--- config.mk ---
export PLATFORM = sky130hd
export DESIGN_NAME = qos_latency_tracker
export DESIGN_NICKNAME = d
export VERILOG_FILES = /design/src/rtl/qos_pkg.sv /design/src/rtl/qos_ctrl.sv /design/src/rtl/qos_entries.sv /design/src/rtl/qos_latency_tracker.sv
export SDC_FILE = /design/constraint.sdc
export NUM_CORES = 1
export LEC_CHECK = 0
export ABC_AREA = 1
export BUFFER_PORTS_ARGS = -buffer_cell sky130_fd_sc_hd__buf_2
export CAP_MARGIN = 20
export CORE_MARGIN = 5
export CORE_UTILIZATION = 35
export CTS_BUF_LIST = sky130_fd_sc_hd__clkbuf_8
export CTS_CLUSTER_SIZE = 30
export DETAILED_ROUTE_END_ITERATION = 10
export HOLD_SLACK_MARGIN = 0.15
export PLACE_DENSITY = 0.66
export SYNTH_ARGS = -nofsm -noshare
export SYNTH_HDL_FRONTEND = slang
export SYNTH_SLANG_ARGS = --single-unit
export TNS_END_PERCENT = 10
--- constraint.sdc ---
create_clock -name clk -period 3.6 [get_ports clk]
set_input_delay 0.18 -clock clk [delete_from_list [all_inputs] [get_ports clk]]
set_output_delay 0.18 -clock clk [all_outputs]
set_load 0.01 [all_outputs]
--- src/rtl/qos_pkg.sv ---
`timescale 1ns/1ps
package qos_pkg;
  localparam int SLOT_W  = 3;
  localparam int ENTRIES = 1 << SLOT_W;
  localparam int CNT_W   = 12;
  localparam int IDX_W   = 4;
  localparam int CFG_NUM = 1 << IDX_W;
  localparam int SHIFT_W = 3;

  typedef struct packed {
    logic              rdGo;
    logic [SLOT_W-1:0] rdSlot;
    logic              wrGo;
    logic [SLOT_W-1:0] wrSlot;
    logic              retGo;
    logic [SLOT_W-1:0] retSlot;
    logic              qosOn;
    logic              minOn;
    logic [CNT_W-1:0]  maxVal;
  } qos_strobe_t;
endpackage

--- src/rtl/qos_ctrl.sv ---
`timescale 1ns/1ps
module qos_ctrl
  import qos_pkg::*;
#(
  parameter int IdWidth = 12
) (
  input  logic                     clk,
  input  logic                     rstN,
  input  logic                     rdAccept,
  input  logic [IdWidth-1:0]       rdId,
  input  logic [SLOT_W-1:0]        rdSlot,
  input  logic                     wrAccept,
  input  logic [SLOT_W-1:0]        wrSlot,
  input  logic                     retire,
  input  logic [SLOT_W-1:0]        retireSlot,
  input  logic [SHIFT_W-1:0]       idShift,
  input  logic [CFG_NUM-1:0]       cfgEnable,
  input  logic [CFG_NUM-1:0]       cfgMinLat,
  input  logic [CFG_NUM*CNT_W-1:0] cfgMaxLat,
  input  logic [CFG_NUM-1:0]       overrideVec,
  output qos_strobe_t              strb
);
  localparam int PAD_W = IdWidth + (1 << SHIFT_W);

  logic [PAD_W-1:0] idPad;
  logic [PAD_W-1:0] idShifted;
  logic [IDX_W-1:0] cfgIdx;
  logic             selEn;
  logic [CNT_W-1:0] selMax;

  // Sliding four-bit window over the read ID picks the settings index
  always_comb begin
    idPad = '0;
    idPad[IdWidth-1:0] = rdId;
    idShifted = idPad >> idShift;
    cfgIdx = idShifted[IDX_W-1:0];
    selEn  = cfgEnable[cfgIdx];
    selMax = cfgMaxLat[cfgIdx*CNT_W +: CNT_W];
  end

  always_comb begin
    strb.rdGo    = rdAccept;
    strb.rdSlot  = rdSlot;
    strb.wrGo    = wrAccept;
    strb.wrSlot  = wrSlot;
    strb.retGo   = retire;
    strb.retSlot = retireSlot;
    strb.qosOn   = selEn;
    strb.minOn   = (selEn & cfgMinLat[cfgIdx]) | overrideVec[cfgIdx];
    strb.maxVal  = selEn ? selMax : '0;
  end

  // Input assumptions: one allocation per slot per cycle, no retire of a fresh slot
  assert_rd_wr_slots_R7: assert property (@(posedge clk) disable iff (!rstN)
    (rdAccept && wrAccept) |-> (rdSlot != wrSlot));
  assert_retire_rd_slot_R9: assert property (@(posedge clk) disable iff (!rstN)
    (rdAccept && retire) |-> (rdSlot != retireSlot));
  assert_retire_wr_slot_R9: assert property (@(posedge clk) disable iff (!rstN)
    (wrAccept && retire) |-> (wrSlot != retireSlot));
endmodule

--- src/rtl/qos_entries.sv ---
`timescale 1ns/1ps
module qos_entries
  import qos_pkg::*;
(
  input  logic                       clk,
  input  logic                       rstN,
  input  qos_strobe_t                strb,
  input  logic [ENTRIES*ENTRIES-1:0] depMatrix,
  output logic [ENTRIES-1:0]         entryValid,
  output logic [ENTRIES-1:0]         minTimeout,
  output logic [ENTRIES-1:0]         maxTimeout
);
  logic [ENTRIES-1:0] valid, qosEn, minOwn, minForced, maxForced;
  logic [ENTRIES-1:0] allocRd, allocWr, clr, pushMin, pushMax;
  logic [CNT_W-1:0]   cnt [ENTRIES];

  // Dependency push: an entry's timeout lands on what it waits for, one hop per cycle
  always_comb begin
    pushMin = '0;
    pushMax = '0;
    for (int i = 0; i < ENTRIES; i++) begin
      for (int j = 0; j < ENTRIES; j++) begin
        if (minTimeout[i] && depMatrix[i*ENTRIES+j]) pushMin[j] = 1'b1;
        if (maxTimeout[i] && depMatrix[i*ENTRIES+j]) pushMax[j] = 1'b1;
      end
    end
  end

  assign entryValid = valid;

  for (genvar e = 0; e < ENTRIES; e++) begin : g_entry
    assign allocRd[e] = strb.rdGo  && (strb.rdSlot  == SLOT_W'(e));
    assign allocWr[e] = strb.wrGo  && (strb.wrSlot  == SLOT_W'(e));
    assign clr[e]     = strb.retGo && (strb.retSlot == SLOT_W'(e));
    assign minTimeout[e] = valid[e] & (minOwn[e] | minForced[e]);
    assign maxTimeout[e] = valid[e] & ((qosEn[e] & (cnt[e] == '0)) | maxForced[e]);

    always_ff @(posedge clk) begin
      if (!rstN) begin
        valid[e] <= 1'b0; qosEn[e] <= 1'b0; minOwn[e] <= 1'b0;
        minForced[e] <= 1'b0; maxForced[e] <= 1'b0; cnt[e] <= '0;
      end else if (allocRd[e]) begin
        valid[e] <= 1'b1; qosEn[e] <= strb.qosOn; minOwn[e] <= strb.minOn;
        minForced[e] <= 1'b0; maxForced[e] <= 1'b0; cnt[e] <= strb.maxVal;
      end else if (allocWr[e] || clr[e]) begin
        valid[e] <= allocWr[e]; qosEn[e] <= 1'b0; minOwn[e] <= 1'b0;
        minForced[e] <= 1'b0; maxForced[e] <= 1'b0; cnt[e] <= '0;
      end else if (valid[e]) begin
        if (qosEn[e] && (cnt[e] != '0)) cnt[e] <= cnt[e] - 1'b1;
        if (pushMin[e]) minForced[e] <= 1'b1;
        if (pushMax[e]) maxForced[e] <= 1'b1;
      end
    end

    assert_count_step_R4: assert property (@(posedge clk) disable iff (!rstN)
      (valid[e] && qosEn[e] && cnt[e] != '0 && !allocRd[e] && !allocWr[e] && !clr[e])
      |=> (cnt[e] == $past(cnt[e]) - 1'b1));
    assert_count_floor_R4: assert property (@(posedge clk) disable iff (!rstN)
      (maxTimeout[e] && !allocRd[e] && !allocWr[e] && !clr[e]) |=> maxTimeout[e]);
    assert_override_load_R6: assert property (@(posedge clk) disable iff (!rstN)
      (allocRd[e] && strb.minOn) |=> minTimeout[e]);
    assert_write_clean_R7: assert property (@(posedge clk) disable iff (!rstN)
      allocWr[e] |=> (entryValid[e] && !minTimeout[e] && !maxTimeout[e]));
    assert_retire_clear_R9: assert property (@(posedge clk) disable iff (!rstN)
      (clr[e] && !allocRd[e] && !allocWr[e]) |=> (!entryValid[e] && !minTimeout[e] && !maxTimeout[e]));

    for (genvar s = 0; s < ENTRIES; s++) begin : g_src
      assert_push_min_R8: assert property (@(posedge clk) disable iff (!rstN)
        (minTimeout[s] && depMatrix[s*ENTRIES+e] && valid[e] && !allocRd[e] && !allocWr[e] && !clr[e])
        |=> minTimeout[e]);
      assert_push_max_R8: assert property (@(posedge clk) disable iff (!rstN)
        (maxTimeout[s] && depMatrix[s*ENTRIES+e] && valid[e] && !allocRd[e] && !allocWr[e] && !clr[e])
        |=> maxTimeout[e]);
    end
  end
endmodule

--- src/rtl/qos_latency_tracker.sv ---
`timescale 1ns/1ps
module qos_latency_tracker
  import qos_pkg::*;
#(
  parameter int IdWidth = 12
) (
  input  logic                       clk,
  input  logic                       rstN,
  input  logic                       rdAccept,
  input  logic [IdWidth-1:0]         rdId,
  input  logic [SLOT_W-1:0]          rdSlot,
  input  logic                       wrAccept,
  input  logic [SLOT_W-1:0]          wrSlot,
  input  logic                       retire,
  input  logic [SLOT_W-1:0]          retireSlot,
  input  logic [SHIFT_W-1:0]         idShift,
  input  logic [CFG_NUM-1:0]         cfgEnable,
  input  logic [CFG_NUM-1:0]         cfgMinLat,
  input  logic [CFG_NUM*CNT_W-1:0]   cfgMaxLat,
  input  logic [CFG_NUM-1:0]         overrideVec,
  input  logic [ENTRIES*ENTRIES-1:0] depMatrix,
  output logic [ENTRIES-1:0]         entryValid,
  output logic [ENTRIES-1:0]         minTimeout,
  output logic [ENTRIES-1:0]         maxTimeout
);
  qos_strobe_t strb;

  qos_ctrl #(.IdWidth(IdWidth)) u_ctrl (
    .clk(clk), .rstN(rstN),
    .rdAccept(rdAccept), .rdId(rdId), .rdSlot(rdSlot),
    .wrAccept(wrAccept), .wrSlot(wrSlot),
    .retire(retire), .retireSlot(retireSlot),
    .idShift(idShift), .cfgEnable(cfgEnable), .cfgMinLat(cfgMinLat),
    .cfgMaxLat(cfgMaxLat), .overrideVec(overrideVec),
    .strb(strb)
  );

  qos_entries u_entries (
    .clk(clk), .rstN(rstN), .strb(strb), .depMatrix(depMatrix),
    .entryValid(entryValid), .minTimeout(minTimeout), .maxTimeout(maxTimeout)
  );
endmodule

==> results by stage <==
Status:
- The flow ran to the end, and the final reports show no timing, DRC or antenna violations.

Floorplanning:
- The initial core utilization is 0.3516.
- During I/O placement, the number of pins put on the boundary was 357.
- The area of the placeable core is around 33000 um^2.
- The die height is about 190 um.
- The die covers ~37000 um^2.
- The number of core rows is 67.
- Measured along the x axis, the die boundary spans 192.9 um.

Synth:
- The dominant synthesized flop cell is sky130_fd_sc_hd__edfxtp_1.
- The share of the yosys chip area belonging to registers is 0.3148.
- In this run the mean area of a mapped cell was 6.312 um^2.
- Counting flops with a built-in enable in the synthesized netlist gives 96.
- The mapped netlist covers 11700 um^2.
- The unique cell type count in the Yosys netlist is 41.
- Synthesis produced a netlist whose cell count is 1854.
- Of all cell types, the one taking the most synthesized area is sky130_fd_sc_hd__edfxtp_1.
- The share of async-settable or async-resettable flops after synthesis is 0.
- The area share of the leading cell type in the synthesized netlist is 0.2463.
- Sorting the synthesized cells by area gives the leading types as sky130_fd_sc_hd__edfxtp_1, sky130_fd_sc_hd__nand2_1, sky130_fd_sc_hd__nand3_1.
- The number of warning messages in the yosys log is 0.
- The number of nets produced by synthesis is 2203.
- The register bit count reported by yosys is 136.

Route:
- The DRC violation count after routing is 0.
- The average via count per standard cell is approximately 5.2.
- The iteration count of the initial detailed-routing pass is 6.
- The remaining antenna violation count is 0.
- The number of DRC markers after the initial detailed-route iteration is between 1k and 1.5k.
- In the final routed layout, each cell accounts on average for 16.66 um.
- The final route contains 13.79k vias.
- For this block, the routed nets add up to around 44000 um of wire.

GRT:
- The number of global-route vias before repair is 13.28k.
- The largest net degree at the start of global routing is 71.
- The total global-route track usage is 0.2311.
- The first global-routing pass estimated 68590 um of wire.
- For this run the aggregate overflow at the end of global routing stands at 0.
- The initial antenna violation count came to 2.

Worst setup path:
- By instance count, the cell type seen most on the critical path is sky130_fd_sc_hd__nand2_1.
- The critical-path cell with the highest stage delay is sky130_fd_sc_hd__dlygate4sd3_1.
- Traced cell by cell, the critical path runs through or2_2 > nor2_1 > nand4_1 > o21ai_0 > buf_4 > inv_1 > nor2_1 > nand2_1 > nand2_1 > nor2_1 > dlygate4sd3_1 > nand2_1 > dlygate4sd3_1 > nand2_1 > o21ai_0.
- The sort of element at the end of the critical path is a flop.
- For the worst setup path, the data arrival time is 3730 ps.
- The maximum fanout along the worst path is 6.
- STA classifies the critical path startpoint as a flop.
- For this run, the slowest stage of the critical path takes 540 ps.
- The category of the most critical setup path is reg2reg.
- Data on the critical path is required at its endpoint by 3990 ps.

Layout:
- The leading cell type in the layout, fill and taps excluded is sky130_fd_sc_hd__nand2_1.
- Relative to the synthesized area, the layout overhead comes to 22.62%.
- The fraction of final layout cells sized beyond drive strength 1 is 0.1989.
- For this run, the post-layout net count is 2543.
- The fill cell total of the finished layout is 3575.
- In the layout the commonest cells are sky130_fd_sc_hd__nand2_1, sky130_fd_sc_hd__nand3_1, sky130_fd_sc_hd__buf_2, sky130_fd_sc_hd__inv_1, sky130_fd_sc_hd__nor2_1.

Place:
- The count of port buffers added during placement is 355.
- The pre-CTS setup slack is 609.3 ps.
- The HPWL reported at the end of detailed placement is 34600 um.
- The weighted congestion reported at the end of routability-driven placement is approximately 0.97.

STA:
- For the final routed database, the setup TNS stands at 0 ps.
- Across all setup checks in the final design, the least slack found is roughly 260 ps.
- The routed design could run at a clock period as short as 3340 ps.
- For the pin with the worst max-slew slack, the measured transition is approximately 1000 ps.
- The number of setup violations in the final report is 0.
- The max-slew violation count came to 0.
- On the final layout, the worst clock skew is 14.13 ps.
- The final-report hold violation count was 0.
- The highest achievable clock rate is roughly 300 MHz.
- The final critical-path share of the clock period is 0.9278.
- The relative max-transition margin is 0.3443.
- Setup repair after global routing left no endpoint under its margin.

Hold path:
- The class of the worst hold path is in2reg.

CTS:
- The number of buffers inserted by post-CTS setup repair is 0.
- In this run, CTS created clock tree buffers numbering 17.
- Clock tree synthesis selected as its root buffer the cell sky130_fd_sc_hd__clkbuf_8.
- The CTS tree is built.
- The count of H-tree levels built during CTS is 4.
- The longest clock path from root to sink contains 2 buffers.
- The clock slew at the register clock pins of the worst setup and hold paths is 80 ps.
- For this design, the CTS-stage hold fixing added 17 buffers.
- The sink count of the clock tree is ~140.
- The later pin in the worst-skew pair is clocked with a latency of 460 ps.
- Post-CTS repair changed the size of 0 cells.

Power:
- The completed layout was analyzed and its total power is 4549 uW.
- The largest vdd supply drop is 214.7 uV.
- Summed over all cells, the static leakage comes to 0.007165 uW.
- Dividing total power by cell area gives a power density of around 320 nW/um^2.

Job:
- Across the run, the number of max-cap violations was 0.
-- per-stage QoR --
stage,instance area [um^2],hold slack (ps),utilization,cells
CTS,14350,151.3,0.4310,2655
finish,14350,150.0,0.4312,2657
global placement,13800,438.8,0.4145,2606
floorplan,11700,386.7,-,1854
detailed placement,13800,440.5,0.4145,2606
global route,14350,165.1,0.4312,2657
-- metal layers --
layer | global-route usage | vias to the layer above | wire (um)
li1 | - | 6798 | -
met1 | 0.2961 | 6255 | 17990
met2 | 0.4046 | 654 | 21730
met3 | 0.03473 | 84 | 3391
met4 | 0.06308 | 0 | 1156
met5 | 0 | - | 0
-- flip-flops by register name (all words and copies together), names as in the netlist --
name and flops:
u_entries.maxForced 8, u_entries.entryValid 8, u_entries.minOwn 8, u_entries.minForced 8, u_entries.qosEn 8, u_entries.cnt 96
-- cell families after synthesis --
family / share of synthesized area
simple gates: 0.4373
buf+inv: 0.1055
compound gates: 0.09163
flops: 0.3148
xor+xnor: 0.03368
fa+ha+maj: 0.01711
-- cell type report --
type | count | area [um^2] | share of cell area
Tap cell | 448 | 560.5 | 0.03906
Inverter | 212 | 795.8 | 0.05545
Sequential cell | 136 | 3684 | 0.2567
Clock buffer | 18 | 247.7 | 0.01726
Antenna cell | 2 | 5.005 | 0.0003488
Timing Repair Buffer | 394 | 2137 | 0.1489
Multi-Input combinational cell | 1433 | 6789 | 0.4731
Clock inverter | 14 | 131.4 | 0.009155
-- Yosys cell counts, types with 2 or more instances --
master,n
sky130_fd_sc_hd__nand3_1,356
sky130_fd_sc_hd__nand2_1,575
sky130_fd_sc_hd__a22o_1,2
sky130_fd_sc_hd__buf_4,7
sky130_fd_sc_hd__a21oi_1,45
sky130_fd_sc_hd__o21ai_1,28
sky130_fd_sc_hd__nand2_2,10
sky130_fd_sc_hd__a21boi_0,3
sky130_fd_sc_hd__clkinv_1,6
sky130_fd_sc_hd__a311oi_1,2
sky130_fd_sc_hd__o22ai_1,16
sky130_fd_sc_hd__nand4_1,15
sky130_fd_sc_hd__o21a_1,4
sky130_fd_sc_hd__ha_1,16
sky130_fd_sc_hd__a31oi_1,5
sky130_fd_sc_hd__dfxtp_1,40
sky130_fd_sc_hd__o211ai_1,15
sky130_fd_sc_hd__or2_2,15
sky130_fd_sc_hd__nand3_2,2
sky130_fd_sc_hd__xor2_1,41
sky130_fd_sc_hd__nand3b_1,10
sky130_fd_sc_hd__nor3_1,39
sky130_fd_sc_hd__buf_1,3
sky130_fd_sc_hd__nor4_1,4
sky130_fd_sc_hd__a221oi_1,2
sky130_fd_sc_hd__edfxtp_1,96
sky130_fd_sc_hd__xnor2_1,4
sky130_fd_sc_hd__inv_2,4
sky130_fd_sc_hd__clkbuf_1,7
sky130_fd_sc_hd__a211oi_1,2
sky130_fd_sc_hd__buf_6,11
sky130_fd_sc_hd__nor2_1,153
sky130_fd_sc_hd__o21ai_0,56
sky130_fd_sc_hd__and2_1,6
sky130_fd_sc_hd__o2111ai_1,3
sky130_fd_sc_hd__buf_2,45
sky130_fd_sc_hd__inv_1,202
-- report_power, final --
part / switching [uW] / leakage [uW] / internal [uW] / total [uW]
combinational: 989 / 0.00563 / 479 / 1470
clock: 632 / 0.000198 / 625 / 1260
sequential: 63.8 / 0.00134 / 1760 / 1820
-- critical path: cells and delay by family, from the launching register on --
family / cells / cell delay (ps)
compound gates: 2 / 240
buf+inv: 4 / 1310
simple gates: 9 / 1300
flops: 1 / 440
-- worst paths after layout --
path                                                          start  cells after the start  slack, ps                                  end
worst min-delay path                                  depMatrix[12]                      7        150  u_entries.maxForced[4]$_SDFFE_PP0P_
worst min register to register  u_entries.maxForced[1]$_SDFFE_PP0P_                      2        450  u_entries.maxForced[1]$_SDFFE_PP0P_
worst max-delay path                 u_entries.cnt[1][18]$_DFFE_PP_                     15        260  u_entries.maxForced[6]$_SDFFE_PP0P_
worst max register to register       u_entries.cnt[1][18]$_DFFE_PP_                     15        260  u_entries.maxForced[6]$_SDFFE_PP0P_
No activity file was read; power rests on OpenSTA's default activity.
